**config.mk**
```make
export PLATFORM = sky130hd
export DESIGN_NAME = memarb_top
export DESIGN_NICKNAME = d
export VERILOG_FILES = /design/src/rtl/memarb_pkg.sv /design/src/rtl/memarb_ctrl.sv /design/src/rtl/memarb_dp.sv /design/src/rtl/memarb_top.sv
export SDC_FILE = /design/constraint.sdc
export NUM_CORES = 1
export LEC_CHECK = 0
export CAP_MARGIN = 0
export CORE_MARGIN = 10
export CORE_UTILIZATION = 35
export DETAILED_ROUTE_END_ITERATION = 7
export PLACE_DENSITY = 0.7
export SETUP_SLACK_MARGIN = 0.2
export SLEW_MARGIN = 0
export SYNTH_ARGS = -nofsm -noshare
export SYNTH_HDL_FRONTEND = slang
export SYNTH_HIERARCHICAL = 1
export SYNTH_SLANG_ARGS = --single-unit
```
**constraint.sdc**
```tcl
create_clock -name clk -period 1.6 [get_ports clk]
set_input_delay 0.32 -clock clk [delete_from_list [all_inputs] [get_ports clk]]
set_output_delay 0.32 -clock clk [all_outputs]
set_load 0.02 [all_outputs]
```
**src/rtl/memarb_pkg.sv**
```systemverilog
package memarb_pkg;
  // Target class carried with each request
  typedef enum logic {
    TGT_DRAM = 1'b0,
    TGT_EXP  = 1'b1
  } tgt_e;

  // Strobes from control to datapath
  typedef struct packed {
    logic load;   // capture the winner and its length
    logic step;   // one granted bus cycle elapses
  } ctrl_s;
endpackage

```
**src/rtl/memarb_ctrl.sv**
```systemverilog
module memarb_ctrl
  import memarb_pkg::*;
#(
  parameter int NREQ = 3
) (
  input  logic            clk,
  input  logic            rstN,
  input  logic [NREQ-1:0] reqVec,
  input  logic            lastBeat,
  output ctrl_s           strb,
  output logic [NREQ-1:0] winner,
  output logic            busy
);
  typedef enum logic {ST_IDLE, ST_XFER} st_e;
  st_e st, stNext;

  // Fixed priority: lowest index wins
  always_comb begin
    logic found;
    found  = 1'b0;
    winner = '0;
    for (int i = 0; i < NREQ; i++) begin
      if (reqVec[i] && !found) begin
        winner[i] = 1'b1;
        found     = 1'b1;
      end
    end
  end

  always_comb begin
    stNext = st;
    strb   = '0;
    case (st)
      ST_IDLE: begin
        if (|reqVec) begin
          strb.load = 1'b1;
          stNext    = ST_XFER;
        end
      end
      ST_XFER: begin
        strb.step = 1'b1;
        if (lastBeat) stNext = ST_IDLE;
      end
      default: stNext = ST_IDLE;
    endcase
  end

  always_ff @(posedge clk) begin
    if (!rstN) st <= ST_IDLE;
    else       st <= stNext;
  end

  assign busy = (st == ST_XFER);
endmodule

```
**src/rtl/memarb_dp.sv**
```systemverilog
module memarb_dp
  import memarb_pkg::*;
#(
  parameter int NREQ    = 3,
  parameter int LEN_W   = 4,
  parameter int EXP_CAP = 4
) (
  input  logic                       clk,
  input  logic                       rstN,
  input  ctrl_s                      strb,
  input  logic [NREQ-1:0]            winner,
  input  logic [NREQ-1:0]            tgtVec,
  input  logic [NREQ-1:0][LEN_W-1:0] lenVec,
  output logic [NREQ-1:0]            gntVec,
  output logic                       lastBeat
);
  localparam logic [LEN_W-1:0] CAP_M1 = LEN_W'(EXP_CAP - 1);

  logic             selTgt;
  logic [LEN_W-1:0] selLen;
  logic [LEN_W-1:0] effLen;
  logic [LEN_W-1:0] remain;

  // One-hot select of the winner's target and length
  always_comb begin
    selTgt = 1'b0;
    selLen = '0;
    for (int i = 0; i < NREQ; i++) begin
      if (winner[i]) begin
        selTgt = selTgt | tgtVec[i];
        selLen = selLen | lenVec[i];
      end
    end
  end

  // Expansion bursts are capped; DRAM bursts run their full length
  always_comb begin
    if (selTgt == logic'(TGT_EXP) && selLen > CAP_M1) effLen = CAP_M1;
    else                                               effLen = selLen;
  end

  always_ff @(posedge clk) begin
    if (!rstN) begin
      gntVec <= '0;
      remain <= '0;
    end else if (strb.load) begin
      gntVec <= winner;
      remain <= effLen;
    end else if (strb.step) begin
      if (remain == '0) gntVec <= '0;
      else              remain <= remain - 1'b1;
    end
  end

  assign lastBeat = (|gntVec) && (remain == '0);
endmodule

```
**src/rtl/memarb_top.sv**
```systemverilog
module memarb_top
  import memarb_pkg::*;
#(
  parameter int LEN_W   = 4,
  parameter int EXP_CAP = 4
) (
  input  logic             clk,
  input  logic             rstN,
  input  logic             dmaReq,
  input  logic             dmaTgt,
  input  logic [LEN_W-1:0] dmaLen,
  input  logic             refReq,
  input  logic             refTgt,
  input  logic [LEN_W-1:0] refLen,
  input  logic             cpuReq,
  input  logic             cpuTgt,
  input  logic [LEN_W-1:0] cpuLen,
  output logic             dmaGnt,
  output logic             refGnt,
  output logic             cpuGnt,
  output logic             busStrobe,
  output logic             xferDone
);
  localparam int NREQ = 3;

  logic [NREQ-1:0]            reqVec;
  logic [NREQ-1:0]            tgtVec;
  logic [NREQ-1:0][LEN_W-1:0] lenVec;
  logic [NREQ-1:0]            winner;
  logic [NREQ-1:0]            gntVec;
  logic                       lastBeat;
  logic                       busy;
  ctrl_s                      strb;

  // Index 0 has the highest priority
  assign reqVec = {cpuReq, refReq, dmaReq};
  assign tgtVec = {cpuTgt, refTgt, dmaTgt};
  assign lenVec = {cpuLen, refLen, dmaLen};

  memarb_ctrl #(.NREQ(NREQ)) ctrlInst (
    .clk(clk), .rstN(rstN), .reqVec(reqVec), .lastBeat(lastBeat),
    .strb(strb), .winner(winner), .busy(busy)
  );

  memarb_dp #(.NREQ(NREQ), .LEN_W(LEN_W), .EXP_CAP(EXP_CAP)) dpInst (
    .clk(clk), .rstN(rstN), .strb(strb), .winner(winner),
    .tgtVec(tgtVec), .lenVec(lenVec), .gntVec(gntVec), .lastBeat(lastBeat)
  );

  assign {cpuGnt, refGnt, dmaGnt} = gntVec;
  assign busStrobe = busy;
  assign xferDone  = lastBeat;
endmodule

```
Word-level counts from Yosys, hierarchy flattened
Index checks and enable logic that the tools add are counted.

operators by class
  $add $sub $neg = 1
  magnitude comparators = 1
  equality and inequality tests = 1
  mux-type cells = 22
  bitwise operators = 5
  reductions and logical operators = 13

operators by type and width
  cell                                                            count
  2-to-1 mux 4 bit                                                7
  2-to-1 mux 1 bit                                                11
  2-to-1 mux 3 bit                                                3
  bitwise OR 4 bit                                                2
  OR reduction 3 bit                                              2
  greater-than comparator 4 x 2 -> 1 bit (second input constant)  1
  logical AND 1 bit                                               4
  logical NOT 4 bit                                               1
  AND reduction 2 bit                                             2
  nonzero test 2 bit                                              2
  subtractor 4 x 1 -> 4 bit (second input constant)               1
  logical NOT 1 bit                                               2
  inequality test 2 bit (second input constant)                   1
  bitwise OR 1 bit                                                2
  one-hot mux 1 bit (2 select lines)                              1
  NOT 1 bit                                                       1

storage, ports and cells
  register bits after elaboration = 8
  input port bits = 20
  logic and storage cells = 46

Depth between registers and ports, before layout
  depth in word-level cells = 12
  mapped depth = 6

Cells and area by module
Netlist, hierarchy kept.

by module, submodules not included
  module       instances  cells each  area each (sq um)  seq. area each (sq um)
  memarb_dp    1          53          444.2              140.1
  memarb_ctrl  1          10          75.1               20.0

Worst setup path after synthesis
Ideal clock, no wire load.

  kind = register -> register
  start = reg dpInst.remain[0]
  end = reg ctrlInst.st (netlist: ctrlInst/busy)
  arrival = 1.569 ns
  data required time = 1.485 ns
  slack = -0.084 ns
  cell stages (with the launch flop) = 7
  path buffers = 0
  path through = dfxtp_1 -> inv_1 -> ha_1 -> or3b_4 -> nor2_1 -> nand2_1 -> and3_1

on the way
  cells in the longest elaborated chain, start to end = 4

ends and longest elaborated chain
  item                                line               RTL
  start: declaration                  memarb_dp.sv:22    logic [LEN_W-1:0] remain;
  start signal: assignment            memarb_dp.sv:48    remain <= effLen;
  start signal: assignment            memarb_dp.sv:51    else remain <= remain - 1'b1;
  logical NOT 4 bit                   memarb_dp.sv:55    assign lastBeat = (|gntVec) && (remain == '0);
  logical AND 1 bit                   memarb_dp.sv:55
  via xferDone                        memarb_top.sv:22   output logic xferDone
  2-to-1 mux 1 bit                    memarb_ctrl.sv:42  if (lastBeat) stNext = ST_IDLE;
  one-hot mux 1 bit (2 select lines)  memarb_ctrl.sv:33  case (st)
  end signal: assignment              memarb_ctrl.sv:50  else st <= stNext;
  end: declaration                    memarb_ctrl.sv:15  st_e st, stNext;

The timed path passes the listed nets, and every way through them passes these cells.
A chain may end at the register's enable or synchronous reset.

Final worst setup path
  start = reg dpInst.remain[1]
  end = out xferDone

on the way
  cells in the longest elaborated chain, start to end = 2

ends and longest elaborated chain
  item               line
  logical NOT 4 bit  memarb_dp.sv:55
  logical AND 1 bit  memarb_dp.sv:55
  end: declaration   memarb_top.sv:22

No other way between the ends.

==> summary.md <==
| Metric | Value |
|---|---|
| Clock latency on the worst-skew pair | `260 ps` |
| Initial core utilization | `38.5%` |
| Core Util, Final | `72.9%` |
| Total core area | `0.00135 mm^2` |
| Setup ws final | `-110 ps` |
| Post-Synth XOR/XNOR Area | `0%` |
| Fraction of layout instances using a drive strength above 1 | `39.6%` |
| Largest net degree at the start of global routing | `12` |
| CTS root buffer | `clkbuf_4` |
| Min-delay worst type | `input port to flip-flop` |
| PD cells | `736 mW/mm^2` |
| Via count | `668` |
| Final hold vios | `0` |
| CP Cell Sequence | `inv_2 -> ha_4 -> or3b_4 -> nor2_4 -> buf_6` |
| Global Route Usage Sum | `11.0%` |
| Post-synthesis cell type count | `30` |
| Detail Placement HPWL | `1.48 mm` |
| Top_reg_cell synth | `dfxtp_1` |
| Die Area | `0.00342 mm^2` |
| Routed len/inst | `16.2 um` |
| CP required | `1280 ps` |
| RePlAce Congestion | `0.727` |
| Vert. Die Dim | `58.5 um` |
| Adder-cell area share of the yosys netlist | `2.41%` |
| Vias per cell | `5.52` |
| DR pass1 iterations | `4` |
| DR iter-0 viols | `25` |
| H-tree levels | `1` |
| WL final | `1.96 mm` |
| CTS Hold Bufs | `0` |
| Die Wd | `58.5 um` |
| Worst slew margin | `71.7%` |
| CP arrival | `1390 ps` |
| Post-route ant nets | `0` |
| Seq/Total Area, Yosys | `30.8%` |
| Dpl ws | `-476 ps` |
| RSZ-0062 raised after global routing | `yes` |
| YS warnings | `6` |
| Setup CP Type | `flip-flop to output pin` |
| Failing checks | `negative setup slack` |
| Max-cap violation count | `0` |
| CTS clock-pin slew for the worst setup and hold paths | `50 ps` |
| Cts bufs inserted | `3` |
| Combinational family with the most area after synthesis | `compound AO/OA/AOI/OAI gates` |
| Async set or reset register ratio after synthesis | `0%` |
| EDFF count, synth | `0` |
| Yosys reg bits | `8` |
| Setup violators final | `3` |
| Mapped Avg Cell Area | `8.24 um^2` |
| Status | `finished, violations left` |
| CP endpoint kind | `output pin` |
| Clock buffer depth | `2` |
| Vias in the first global route | `703` |
| Number of remaining DRC errors | `0` |
| Rows | `13` |
| First-pass GRT wire length | `2.97 mm` |
| CTS tree | `built` |
| Boundary pin count | `25` |
| Period Utilization, post-route | `107%` |
| Leak | `0.429 nW` |
| Max Clk Rate | `0.585 GHz` |
| CP max-delay cell | `or3b_4` |
| Sinks on Clock Net | `8` |
| Remaining Overflow, GRT | `0` |
| CP max stage delay | `390 ps` |
| Nets | `129` |
| Crit start category | `flip-flop` |
| Worst-Margin Slew | `425 ps` |
| Simple-Gate Fraction of Synth Area | `28.9%` |
| Final Max Slew Viols | `0` |
| Clk_skew | `3.27 ps` |
| Worst-path fanout max | `2` |
| Worst VDD drop | `0.000693 V` |
| Area delta synth->final | `89.6%` |
| Post-Syn Area | `519 um^2` |
| Multiplexer share of the synthesized area | `1.93%` |
| Diodes inserted | `0` |
| # port buffers | `24` |
| Compound-Gate Fraction of Synth Area | `29.9%` |
| Period minus WS final | `1710 ps` |
| Initial antenna violation count | `0` |
| Syn_nets | `84` |
| Synthesized netlist cell count | `63` |
where the power goes:
part | switching [mW] | internal [mW] | leakage [nW] | total (mW)
sequential | 0.0178 | 0.218 | 0.0665 | 0.236
clock | 0.0704 | 0.0860 | 0.0138 | 0.156
combinational | 0.142 | 0.190 | 0.349 | 0.332
total | 0.230 | 0.494 | 0.429 | 0.724
cells in the mapped netlist (2+ instances only):
library cell	instances	area, um^2
nand2_1	6	22.5
nor3_1	3	15.0
a31oi_1	2	12.5
nor2b_1	3	18.8
nor2_1	8	30.0
a22oi_1	4	30.0
dfxtp_1	8	160
inv_1	3	11.3
a222oi_1	3	30.0
and3_1	2	12.5
buf_4	2	15.0
per-stage QoR:
stage               TNS, ps  cells  total power [mW]  hold WS, ps  area [um^2]
floorplan                 0     63             0.388          437          548
global placement      -2410    114             0.526          527          900
detailed placement    -2740    114             0.530          535          900
CTS                    -177    120             0.709          531          957
global route           -367    121             0.775          452          985
finish                 -172    121             0.724          450          985
flip-flops by register name, indices dropped and copies added, names as in the netlist:
| signal | count |
|---|---|
| ctrlInst/busy | 1 |
| dpInst/remain | 4 |
| dpInst/gntVec | 3 |
placed cells by master, fill, tap and decap left out, types with 3 or more instances in the layout:
cell	netlist	final
buf_4	2	16
clkdlybuf4s50_1	0	14
nor2_1	8	7
nand2_1	6	6
dfxtp_1	8	5
a22oi_1	4	4
buf_6	0	4
clkbuf_4	0	3
nor3_1	3	3
dfxtp_2	0	3
a222oi_1	3	3
clkbuf_2	0	3
dlygate4sd2_1	0	3
worst max-delay path, delay by kind of cell, from the launching register on:
family        cells  cell delay (ps)
fa+ha+maj         1              130
buf+inv           2              180
flops             1              320
simple gates      2              500
worst paths after layout:
| path | start | endpoint | slack (ps) | cells after the start |
|---|---|---|---|---|
| worst max-delay path | dpInst/remain[1]$_SDFFE_PN0P_ | xferDone | -110 | 5 |
| worst min-delay path | cpuReq | ctrlInst/busy$_SDFF_PN0_ | 450 | 3 |
| worst max register to register | dpInst/remain[1]$_SDFFE_PN0P_ | dpInst/remain[0]$_SDFFE_PN0P_ | -40 | 8 |
| worst min register to register | dpInst/gntVec[0]$_SDFFE_PN0P_ | dpInst/gntVec[0]$_SDFFE_PN0P_ | 540 | 2 |
cells by family (layout without fill, tap and decap cells):
group,count (synthesis),count (layout)
flops,8,8
compound gates,19,19
fa+ha+maj,1,1
simple gates,28,28
mux,1,1
buf+inv,6,49
what timing repair did:
item / 4_1_cts / 5_1_grt
cloned: 0 / 0
pin swaps: 6 / 4
setup buffers: 3 / 1
endpoints found under the setup margin: 12 / 10
resized for setup: 23 / 13
layout make-up:
type	instances	area (um^2)
clock buffers	3	22.5
fillers	115	365
inverters	3	11.3
multi-input cells	49	392
flip-flops and latches	8	164
well taps	15	18.8
repair buffers	43	377
layer usage:
layer	global-route usage (%)	share of wire, %	vias up
li1	-	-	330
met1	11.4	40	316
met2	19.3	53	22
met3	6.01	7.0	0
met4	2.01	0	0
met5	0	0	-
Power figures use the tool's default switching activity.
